--- config.mk ---
export PLATFORM = sky130hd
export DESIGN_NAME = mdu_unit
export DESIGN_NICKNAME = d
export VERILOG_FILES = /design/src/rtl/mdu_pkg.sv /design/src/rtl/mdu_ctrl.sv /design/src/rtl/mdu_dp.sv /design/src/rtl/mdu_unit.sv
export SDC_FILE = /design/constraint.sdc
export NUM_CORES = 1
export LEC_CHECK = 0
export BUFFER_PORTS_ARGS = -buffer_cell sky130_fd_sc_hd__buf_2
export CAP_MARGIN = 20
export CORE_ASPECT_RATIO = 1.1
export CORE_MARGIN = 2
export CORE_UTILIZATION = 60
export CTS_BUF_LIST = sky130_fd_sc_hd__clkbuf_8
export DETAILED_ROUTE_END_ITERATION = 7
export HOLD_SLACK_MARGIN = 0.15
export PLACE_DENSITY = 0.86
export SLEW_MARGIN = 20
export SYNTH_ARGS = -nofsm -noshare
export SYNTH_HDL_FRONTEND = slang
export SYNTH_HIERARCHICAL = 1
export SYNTH_SLANG_ARGS = --single-unit
export TNS_END_PERCENT = 30
--- constraint.sdc ---
create_clock -name clk -period 5.87 [get_ports clk]
set_input_delay 1.761 -clock clk [delete_from_list [all_inputs] [get_ports clk]]
set_output_delay 1.761 -clock clk [all_outputs]
set_load 0.02 [all_outputs]
--- src/rtl/mdu_pkg.sv ---
`timescale 1ns/1ps
package mdu_pkg;
  typedef enum logic [2:0] {
    OP_MUL  = 3'd0,
    OP_MULU = 3'd1,
    OP_MAC  = 3'd2,
    OP_DIV  = 3'd3,
    OP_DIVU = 3'd4
  } mduOp_e;

  typedef struct packed {
    logic load;
    logic stepMul;
    logic stepDiv;
    logic commit;
  } mduStrobe_t;
endpackage

--- src/rtl/mdu_ctrl.sv ---
`timescale 1ns/1ps
module mdu_ctrl import mdu_pkg::*; #(
  parameter int WIDTH = 32
) (
  input  logic       clk,
  input  logic       rstN,
  input  logic       startValid,
  input  logic [2:0] opCode,
  output mduStrobe_t strobe,
  output logic       busy,
  output logic       done
);
  localparam int CW = $clog2(WIDTH + 1);
  localparam logic [CW-1:0] LAST = CW'(WIDTH - 1);

  typedef enum logic [1:0] {S_IDLE, S_RUN, S_FIN} state_e;

  state_e        state;
  logic [CW-1:0] stepCnt;
  logic          divMode;
  logic          opOk;
  logic          accept;

  assign opOk   = (opCode <= 3'(OP_DIVU));
  assign accept = startValid && (state == S_IDLE) && opOk;
  assign busy   = (state != S_IDLE);

  always_comb begin
    strobe         = '0;
    strobe.load    = accept;
    strobe.stepMul = (state == S_RUN) && !divMode;
    strobe.stepDiv = (state == S_RUN) && divMode;
    strobe.commit  = (state == S_FIN);
  end

  always_ff @(posedge clk or negedge rstN) begin
    if (!rstN) begin
      state   <= S_IDLE;
      stepCnt <= '0;
      divMode <= 1'b0;
      done    <= 1'b0;
    end else begin
      done <= (state == S_FIN);
      case (state)
        S_IDLE: if (accept) begin
          state   <= S_RUN;
          stepCnt <= '0;
          divMode <= (opCode == OP_DIV) || (opCode == OP_DIVU);
        end
        S_RUN: begin
          stepCnt <= stepCnt + 1'b1;
          if (stepCnt == LAST) state <= S_FIN;
        end
        default: state <= S_IDLE;
      endcase
    end
  end
endmodule

--- src/rtl/mdu_dp.sv ---
`timescale 1ns/1ps
module mdu_dp import mdu_pkg::*; #(
  parameter int WIDTH = 32
) (
  input  logic             clk,
  input  logic             rstN,
  input  mduStrobe_t       strobe,
  input  logic [2:0]       opCode,
  input  logic [WIDTH-1:0] opA,
  input  logic [WIDTH-1:0] opB,
  output logic [WIDTH-1:0] hiQ,
  output logic [WIDTH-1:0] loQ
);
  localparam int W  = WIDTH;
  localparam int DW = 2 * WIDTH;

  // iteration state
  logic [W-1:0] upperR, lowerR, sideR;
  logic         aNegR, bNegR, zeroR, isDivR, isMacR;
  logic [W-1:0] hiR, loR;

  // operand preparation
  logic         sgnOp, aNeg, bNeg;
  logic [W-1:0] magA, magB;

  assign sgnOp = (opCode == OP_MUL) || (opCode == OP_MAC) || (opCode == OP_DIV);
  assign aNeg  = sgnOp && opA[W-1];
  assign bNeg  = sgnOp && opB[W-1];
  assign magA  = aNeg ? (W'(0) - opA) : opA;
  assign magB  = bNeg ? (W'(0) - opB) : opB;

  // shift-add step
  logic [W:0] addend, sumM;
  assign addend = lowerR[0] ? {1'b0, sideR} : '0;
  assign sumM   = {1'b0, upperR} + addend;

  // restoring step
  logic [W:0] shifted, trial;
  assign shifted = {upperR, lowerR[W-1]};
  assign trial   = shifted - {1'b0, sideR};

  // completion: sign correction and accumulate
  logic [DW-1:0] rawProd, prodFix, prodOut;
  logic [W-1:0]  quotFix, remFix;
  logic          flipSign;

  assign flipSign = aNegR ^ bNegR;
  assign rawProd  = {upperR, lowerR};
  assign prodFix  = flipSign ? (DW'(0) - rawProd) : rawProd;
  assign prodOut  = isMacR ? (prodFix + {hiR, loR}) : prodFix;
  assign quotFix  = zeroR ? '1 : (flipSign ? (W'(0) - lowerR) : lowerR);
  assign remFix   = aNegR ? (W'(0) - upperR) : upperR;

  always_ff @(posedge clk or negedge rstN) begin
    if (!rstN) begin
      upperR <= '0;
      lowerR <= '0;
      sideR  <= '0;
      aNegR  <= 1'b0;
      bNegR  <= 1'b0;
      zeroR  <= 1'b0;
      isDivR <= 1'b0;
      isMacR <= 1'b0;
      hiR    <= '0;
      loR    <= '0;
    end else begin
      if (strobe.load) begin
        upperR <= '0;
        lowerR <= magA;
        sideR  <= magB;
        aNegR  <= aNeg;
        bNegR  <= bNeg;
        zeroR  <= (opB == '0);
        isDivR <= (opCode == OP_DIV) || (opCode == OP_DIVU);
        isMacR <= (opCode == OP_MAC);
      end else if (strobe.stepMul) begin
        upperR <= sumM[W:1];
        lowerR <= {sumM[0], lowerR[W-1:1]};
      end else if (strobe.stepDiv) begin
        if (!trial[W]) begin
          upperR <= trial[W-1:0];
          lowerR <= {lowerR[W-2:0], 1'b1};
        end else begin
          upperR <= shifted[W-1:0];
          lowerR <= {lowerR[W-2:0], 1'b0};
        end
      end
      if (strobe.commit) begin
        if (isDivR) begin
          hiR <= remFix;
          loR <= quotFix;
        end else begin
          hiR <= prodOut[DW-1:W];
          loR <= prodOut[W-1:0];
        end
      end
    end
  end

  assign hiQ = hiR;
  assign loQ = loR;
endmodule

--- src/rtl/mdu_unit.sv ---
`timescale 1ns/1ps
module mdu_unit import mdu_pkg::*; #(
  parameter int WIDTH = 32
) (
  input  logic             clk,
  input  logic             rstN,
  input  logic             startValid,
  input  logic [2:0]       opCode,
  input  logic [WIDTH-1:0] opA,
  input  logic [WIDTH-1:0] opB,
  output logic             busy,
  output logic             done,
  input  logic             rdReq,
  input  logic             rdSel,
  output logic             rdValid,
  output logic [WIDTH-1:0] rdData
);
  mduStrobe_t       strobe;
  logic [WIDTH-1:0] hiQ, loQ;

  mdu_ctrl #(.WIDTH(WIDTH)) ctrl_i (
    .clk(clk), .rstN(rstN), .startValid(startValid), .opCode(opCode),
    .strobe(strobe), .busy(busy), .done(done)
  );

  mdu_dp #(.WIDTH(WIDTH)) dp_i (
    .clk(clk), .rstN(rstN), .strobe(strobe), .opCode(opCode),
    .opA(opA), .opB(opB), .hiQ(hiQ), .loQ(loQ)
  );

  assign rdValid = rdReq && !busy;
  assign rdData  = rdSel ? hiQ : loQ;
endmodule

---- Word-level counts from Yosys, hierarchy flattened ----
Index checks and enable logic that the tools add are counted.
cells by class
  add/subtract/negate cells ............... 9
  magnitude comparators ................... 1
  equal/unequal tests ..................... 8
  multiplexer cells ....................... 24
  bitwise operators ....................... 1
  reductions and logical operators ........ 21
operators with widths
  cell                   number
  $mux 32                16
  $mux 64                2
  $sub 1x32->32 const A  4
  $add 64x64->64         1
  $sub 1x64->64 const A  1
  $add 32x33->33         1
  $sub 33x32->33         1
  $logic_not 32->1       1
  $pmux 6 s2             1
  $logic_and 1x1->1      7
  $add 6x1->6 const B    1
  $eq 3x2->1 const B     2
  $eq 6x5->1 const B     1
  $mux 6                 1
  $reduce_and 2->1       3
  $mux 2                 2
  $pmux 2 s2             1
  $reduce_bool 2->1      2
  $eq 3x3->1 const B     1
  $le 3x3->1 const B     1
  $logic_not 3->1        1
  $logic_or 1x1->1       3
  $reduce_bool 3->1      1
  $eq 2x1->1 const B     1
  other kinds (7)        8
word-level totals
  register bits after elaboration ......... 175
  input port bits ......................... 72
  output and inout bits ................... 35
  logic and storage cells ................. 78

---- Depth between registers and ports, before layout ----
Gate-level depths: netlist of run 1.
  depth in word-level cells ............... 6
  mapped depth ............................ 21
  depth with buffers taken out ............ 19

---- Hierarchy ----
Netlist of run 1, hierarchy kept.
by module, submodules not included
  module    times used  cells each  area an instance (um^2)  sequential area each (um^2)
  mdu_dp    1           2,422       18,630.4                 4,129.0
  mdu_unit  1           37          550.5                    0.0
  mdu_ctrl  1           51          510.5                    250.2

---- Least setup slack after synthesis of run 1 ----
Ideal clock, no wire load.
  kind .................................... register -> register
  start point ............................. reg dp_i.lowerR[0]
  end point ............................... reg dp_i.hiR[29], in the netlist dp_i/hiQ[29]
  setup time .............................. 96 ps
  data arrival time ....................... 4,418 ps
  required time ........................... 5,774 ps
  slack ................................... 1,357 ps
  stages on the path, launching flop included .. 21
  buffers on the path ..................... 3
  clock period less this slack ............ 4,513 ps
  cells stage by stage .................... dfrtp_1 > inv_1 > clkbuf_1 > ha_1 > and2_1 > nand4_4 > or2_1 > buf_6 > o41ai_1 > xnor2_1 > ha_1 > clkbuf_1 > nand4_1 > or2_2 > a211oi_1 > o21ai_0 > a311oi_1 > o21a_1 > o21a_1 > nor3_1 > o31ai_1
on the way
  word-level cells in the longest chain between the ends .. 5
ends and longest elaborated chain
  item                    RTL line      RTL
  from (decl)             mdu_dp.sv:18  logic [W-1:0] upperR, lowerR, sideR;
  from (signal assigned)  mdu_dp.sv:69  lowerR <= magA;
  from (signal assigned)  mdu_dp.sv:78  lowerR <= {sumM[0], lowerR[W-1:1]};
  from (signal assigned)  mdu_dp.sv:82  lowerR <= {lowerR[W-2:0], 1'b1};
  $sub 1x64->64           mdu_dp.sv:49  assign prodFix = flipSign ? (DW'(0) - rawProd) : rawProd;
  $mux 64 *               mdu_dp.sv:49
  $add 64x64->64          mdu_dp.sv:50  assign prodOut = isMacR ? (prodFix + {hiR, loR}) : prodFix;
  $mux 64 *               mdu_dp.sv:50
  $mux 32 *               mdu_dp.sv:89  if (isDivR) begin
  to (signal assigned)    mdu_dp.sv:90  hiR <= remFix;
  to (signal assigned)    mdu_dp.sv:93  hiR <= prodOut[DW-1:W];
  to (decl)               mdu_dp.sv:20  logic [W-1:0] hiR, loR;
Mark *: on every way between the ends. The rest lies on a longest branch, timed or not.
A chain may end at the register's enable or synchronous reset.

---- Worst setup path in the final report of run 1 ----
  start point ............................. reg dp_i.lowerR[8]
  end point ............................... reg dp_i.hiR[19], in the netlist dp_i/hiQ[19]
The elaborated chain is that of the path after synthesis.

==> results of run 1 <==
[layout make-up]
type	count	area (sq um)	share of cell area, %
clock buffer	17	234	1.12
timing repair buffer	135	767	3.68
inverter	106	398	1.91
clock inverter	15	206	0.991
sequential	175	4380	21.0
tap	426	533	2.56
multi-input combinational	2076	14300	68.7
[state kept, by name (all words and copies together), names as in the netlist, 2 cells and up]
register / cells
ctrl_i/stepCnt: 6
dp_i/hiQ: 32
dp_i/loQ: 32
ctrl_i/state: 2
dp_i/sideR: 32
dp_i/upperR: 32
dp_i/lowerR: 32
[kinds of logic (layout without fill, tap and decap cells)]
kind of cell    count (synthesis)  in the layout
compound gates                873            873
xor+xnor                      253            253
fa+ha+maj                     149            149
buf+inv                       259            273
flops                         175            175
mux                            97             97
simple gates                  704            704
[worst max-delay path, cell delays in order, from the launching register on]
cell and delay (ns):
dfrtp_1 0.45, or3_4 0.44, nor4_4 0.36, nand4_1 0.47
o41ai_1 0.54, xnor2_1 0.20, ha_1 0.44, nand2_1 0.15
or4_1 0.54, a2111oi_0 0.37, buf_4 0.21, nor3_1 0.11
o31ai_1 0.53, a211oi_1 0.16, a31oi_1 0.17, o221ai_1 0.12
o21ai_0 0.22
[through the flow]
step           hold slack, ns  utilization, %
2_1_floorplan           0.433               -
3_3_place_gp            0.459            63.1
4_1_cts                 0.504            64.5
6_report                0.503            64.5
3_5_place_dp            0.491            63.1
5_1_grt                 0.530            64.5
[how the worst max path moves through the flow]
stage	start	end	slack (ns)	cells past startpoint
final	dp_i/lowerR[8]	dp_i/hiQ[19]	0.29	16
after CTS	dp_i/lowerR[25]	dp_i/hiQ[29]	0.36	16
after global routing	dp_i/lowerR[8]	dp_i/hiQ[19]	0.06	16
after global placement	dp_i/lowerR[25]	dp_i/hiQ[27]	0.67	16
after detailed placement	dp_i/lowerR[25]	dp_i/hiQ[29]	0.40	16
after floorplan	dp_i/lowerR[0]	dp_i/hiQ[29]	1.36	20
[cells in the final DEF, fill, tap and decap left out, types with 35 or more instances in the layout]
cell type and count:
a21oi_1 233, inv_1 103, xor2_1 99, buf_2 105, xnor2_1 152, nand3_1 47
o31ai_1 35, nand2_1 174, ha_1 146, o21ai_0 190, a21o_1 77, mux2i_1 58
a211oi_1 50, dfrtp_1 175, nor2_1 244, o221ai_1 38, nor3_1 48
[what timing repair did]
item                       CTS  global route
resized for setup            0             1
setup endpoints to repair    0             2
hold buffers                 0             0
[routing by layer]
| metal | vias up | routed length (um) | track usage [%] |
|---|---|---|---|
| met2 | 1140 | 30700 | 61.4 |
| met4 | 0 | 3130 | 17.6 |
| met3 | 205 | 5600 | 5.90 |
| li1 | 9199 | - | - |
| met5 | - | 0 | 0 |
| met1 | 9478 | 26100 | 48.5 |
==> flow_metrics.env, run 1 <==
export IMPL_netlist_top_cells_area="dfrtp_1, ha_1, xnor2_1"
export IMPL_synth_xor_area_share_pct=11.3
export IMPL_cap_viol_max_count=0
export IMPL_worstHoldStart="ctrl_i/stepCnt[5]"
export IMPL_post_route_drc_count=0
export IMPL_core_area_sq_mm=0.0323
export IMPL_dp_cells=2918
export IMPL_row_count=69
export IMPL_crit_path_start_kind="flop"
export IMPL_end_kind="flop"
export IMPL_die_x_um=177
export IMPL_min_path_type="flop to flop"
export IMPL_ioPinCount=107
export IMPL_r2r_slack_ns=0.29
export IMPL_netlist_top_cells_count="nor2_1, a21oi_1, o21ai_0"
export IMPL_grt_pass1_vias=18792
export IMPL_rsz0062_at_grt="no"
export IMPL_synth_top_family_by_area="compound AO/OA/AOI/OAI gates"
export IMPL_drtIter0Drc=2473
export IMPL_synthFlopType="dfrtp_1"
export IMPL_grt_max_degree=100
export IMPL_port_buffers=106
export IMPL_async_reset_ff_share_pct=100
export IMPL_yosysTopAreaCellShare_pct=22.2
export IMPL_crit_fanout=7
export IMPL_post_place_ws_ns=0.400
export IMPL_fp_dieH_um=194
export IMPL_wl_per_cell_um=22.2
export IMPL_ys_warn_count=6
export IMPL_timing_fmax_mhz=179
export IMPL_clk_pin_slew_ns=0.11
export IMPL_layout_cells_non_filler=2950
export IMPL_place_hpwl_um=50700
export IMPL_cts_tree="built"
export IMPL_drive_gt1_share_pct=9.90
export IMPL_numCtsBuffers=17
export IMPL_slew_viol_final=0
export IMPL_yosysTopAreaCell="dfrtp_1"
export IMPL_clock_latency_ns=0.52
export IMPL_reg2reg_depth=16
export IMPL_status="finished, final reports clean"
export IMPL_die_area_sq_mm=0.0343
export IMPL_cp_arrival_ns=6.00
export IMPL_syn_to_final_growth_pct=5.77
export IMPL_grtUsageTotal_pct=37.5
export IMPL_htreeDepth=4
export IMPL_holdPathStages=1
export IMPL_start_util_pct=61.0
export IMPL_routed_wl_um=65500
export IMPL_nets=2732
export IMPL_synth_compound_area_share_pct=28.7
export IMPL_ant_nets=0
export IMPL_clock_path_buffers=2
export IMPL_placed_area_sq_mm=0.0204
export IMPL_design_area_sq_mm=0.0208
export IMPL_grt_pass1_wl_um=102000
export IMPL_setup_viol=0
export IMPL_synth_distinct_cells=88
export IMPL_antenna_cells=0
export IMPL_r2r_end="dp_i/hiQ[19]"
export IMPL_drt_pre_antenna_iters=6
export IMPL_crit_required_ns=6.29
export IMPL_worstHoldEndpoint="ctrl_i/stepCnt[5]"
export IMPL_synthCells=2510
export IMPL_crit_type="flop to flop"
export IMPL_cts_sinks=175
export IMPL_fin_ws_ns=0.295
export IMPL_synth_most_common_cell="nor2_1"
export IMPL_min_period_ns=5.58
export IMPL_syn_nets=2731
export IMPL_synth_edf_count=0
export IMPL_synth_simple_area_share_pct=17.0
export IMPL_overflow=0
export IMPL_place_gp_congestion=1.06
export IMPL_ys_ff_latch=175
export IMPL_slew_headroom_pct=31.1
export IMPL_antenna_found_initial=0
export IMPL_fillers=2833
export IMPL_worst_slew_pin_slew_ns=1.03
export IMPL_post_cts_buffers=0
export IMPL_syn_area_sq_mm=0.0197
export IMPL_finalCritPeriodShare_pct=95.0
export IMPL_r2r_start="dp_i/lowerR[8]"
export IMPL_vias=20022
export IMPL_root_buffer="clkbuf_8"
export IMPL_vias_per_cell=6.79
export IMPL_synthMuxAreaShare_pct=5.75
export IMPL_avgSynthCellArea_sq_um=7.85
export IMPL_ys_seq_area_share_pct=22.2
export IMPL_skew_ns=0.0186
export IMPL_setup_tns_ns=0
export IMPL_synth_fa_ha_area_share_pct=9.58
export IMPL_final_hold_violation_count=0
Power of run 1 is not shown: default switching activity piles up to over one toggle a cycle in this logic, so the estimate is an artifact.
==> run 2, diff against run 1 <==
--- a/config.mk
+++ b/config.mk
@@ -13,7 +13,7 @@
 export CTS_BUF_LIST = sky130_fd_sc_hd__clkbuf_8
 export DETAILED_ROUTE_END_ITERATION = 7
 export HOLD_SLACK_MARGIN = 0.15
-export PLACE_DENSITY = 0.86
+export PLACE_DENSITY = 0.77
 export SLEW_MARGIN = 20
 export SYNTH_ARGS = -nofsm -noshare
 export SYNTH_HDL_FRONTEND = slang
==> flow_metrics.env, run 2 (synthesis results as in run 1) <==
export IMPL_status="finished, final reports clean"
export IMPL_fillers=2960
export IMPL_place_hpwl_um=50500
export IMPL_layout_commonest_cell="nor2_1"
export IMPL_htreeDepth=4
export IMPL_start_util_pct=61.0
export IMPL_fp_dieH_um=194
export IMPL_r2r_start="dp_i/lowerR[25]"
export IMPL_numCtsBuffers=17
export IMPL_postCtsResizedCells=0
export IMPL_crit_fanout=5
export IMPL_ioPinCount=107
export IMPL_place_gp_congestion=1.02
export IMPL_post_cts_buffers=0
export IMPL_cts_sinks=175
export IMPL_skew_ns=0.0181
export IMPL_slew_headroom_pct=28.1
export IMPL_drt_pre_antenna_iters=8
export IMPL_grt_pass1_wl_um=101000
export IMPL_reg2reg_depth=16
export IMPL_overflow=0
export IMPL_core_area_sq_mm=0.0323
export IMPL_crit_type="flop to flop"
export IMPL_nets=2735
export IMPL_r2r_slack_ns=0.26
export IMPL_die_x_um=177
export IMPL_timing_fmax_mhz=178
export IMPL_grtUsageTotal_pct=37.5
export IMPL_layout_cells_non_filler=2954
export IMPL_clock_latency_ns=0.52
export IMPL_grt_max_degree=103
export IMPL_holdPathStages=1
export IMPL_postCtsHoldBufs=0
export IMPL_cp_slowest_cell="nor4_1"
export IMPL_root_buffer="clkbuf_8"
export IMPL_final_cell_mix="nor2_1, a21oi_1, o21ai_0, dfrtp_1, nand2_1"
export IMPL_slew_viol_final=0
export IMPL_cts_tree="built"
export IMPL_antenna_found_initial=2
export IMPL_post_route_drc_count=0
export IMPL_worst_path_buf_inv=0
export IMPL_wl_per_cell_um=22.0
export IMPL_worst_slew_pin_slew_ns=1.08
export IMPL_ant_nets=0
export IMPL_finalCritPeriodShare_pct=95.5
export IMPL_die_area_sq_mm=0.0343
export IMPL_cap_viol_max_count=0
export IMPL_vias=19623
export IMPL_worstHoldEndpoint="ctrl_i/stepCnt[5]"
export IMPL_cp_top_family="simple AND/OR/NAND/NOR gates"
export IMPL_crit_required_ns=6.22
export IMPL_cp_arrival_ns=5.96
export IMPL_final_hold_violation_count=0
export IMPL_setup_viol=0
export IMPL_r2r_end="dp_i/hiQ[27]"
export IMPL_end_kind="flop"
export IMPL_port_buffers=106
export IMPL_dp_cells=2921
export IMPL_rsz0062_at_grt="no"
export IMPL_grt_pass1_vias=18155
export IMPL_clock_path_buffers=2
export IMPL_worstHoldStart="ctrl_i/stepCnt[5]"
export IMPL_min_path_type="flop to flop"
export IMPL_routed_wl_um=65100
export IMPL_holdWs_ns=0.475
export IMPL_clk_pin_slew_ns=0.11
export IMPL_path_cells="or3_1, nor4_1, nand4b_1, o31ai_1, o21ai_0, a21oi_1, xnor2_1, ha_1, nand4_1, nor4_1, o31ai_1, a311oi_1, or2_2, xor2_1, o221ai_1, o21ai_0"
export IMPL_setup_tns_ns=0
export IMPL_syn_to_final_growth_pct=5.58
export IMPL_vias_per_cell=6.64
export IMPL_drive_gt1_share_pct=9.89
export IMPL_drtIter0Drc=2213
export IMPL_min_period_ns=5.61
export IMPL_crit_path_start_kind="flop"
export IMPL_critPathMaxStageDelay_ns=0.61
export IMPL_row_count=69
-- run 2: cell types whose count changed in the layout (fill, tap and decap cells not counted) --
cell / previous run / this run
nor2_1: 244 / 245
o31ai_1: 35 / 36
nor2_2: 1 / 0
bufinv_16: 4 / 1
buf_6: 1 / 0
o31ai_2: 1 / 0
buf_4: 28 / 30
clkbuf_8: 17 / 18
inv_1: 103 / 104
buf_12: 1 / 2
diode_2: 0 / 1
clkinvlp_4: 2 / 3
clkinv_4: 0 / 1
-- run 2: metal layers --
metal / routed length, um / track usage (%) / vias to the layer above
li1: - / - / 9228
met3: 4640 / 4.71 / 165
met2: 30700 / 61.3 / 904
met4: 3300 / 18.2 / 2
met1: 26500 / 48.9 / 9324
met5: 14 / 0 / -
-- run 2: area by class of cell --
cell class	count	area, sq um	area share, %
antenna	1	2.50	0.0120
multi-input combinational	2076	14300	68.8
inverter	106	398	1.91
timing repair buffer	138	805	3.87
tap	426	533	2.56
sequential	175	4380	21.1
clock buffer	17	234	1.13
clock inverter	15	136	0.656
-- run 2: worst max path at each step --
| stage | slack [ns] | from | cells past startpoint | to |
|---|---|---|---|---|
| 2_1_floorplan | 1.36 | dp_i/lowerR[0] | 20 | dp_i/hiQ[29] |
| 3_3_place_gp | 0.58 | dp_i/lowerR[25] | 16 | dp_i/hiQ[27] |
| 3_5_place_dp | 0.54 | dp_i/lowerR[25] | 16 | dp_i/hiQ[27] |
| 4_1_cts | 0.47 | dp_i/lowerR[25] | 16 | dp_i/hiQ[27] |
| 5_1_grt | 0.07 | dp_i/lowerR[24] | 16 | dp_i/hiQ[27] |
| 6_report | 0.26 | dp_i/lowerR[25] | 16 | dp_i/hiQ[27] |
-- run 2: stage by stage --
| step | util [%] | cell area [sq um] | worst slack, ns |
|---|---|---|---|
| final | 64.4 | 20800 | 0.264 |
| after global routing | 64.4 | 20800 | 0.0699 |
| after CTS | 64.4 | 20800 | 0.472 |
| after detailed placement | 63.2 | 20400 | 0.535 |
| after global placement | 63.2 | 20400 | 0.584 |
| after floorplan | - | 19700 | 1.36 |
Power of run 2 is left out for the same reason.
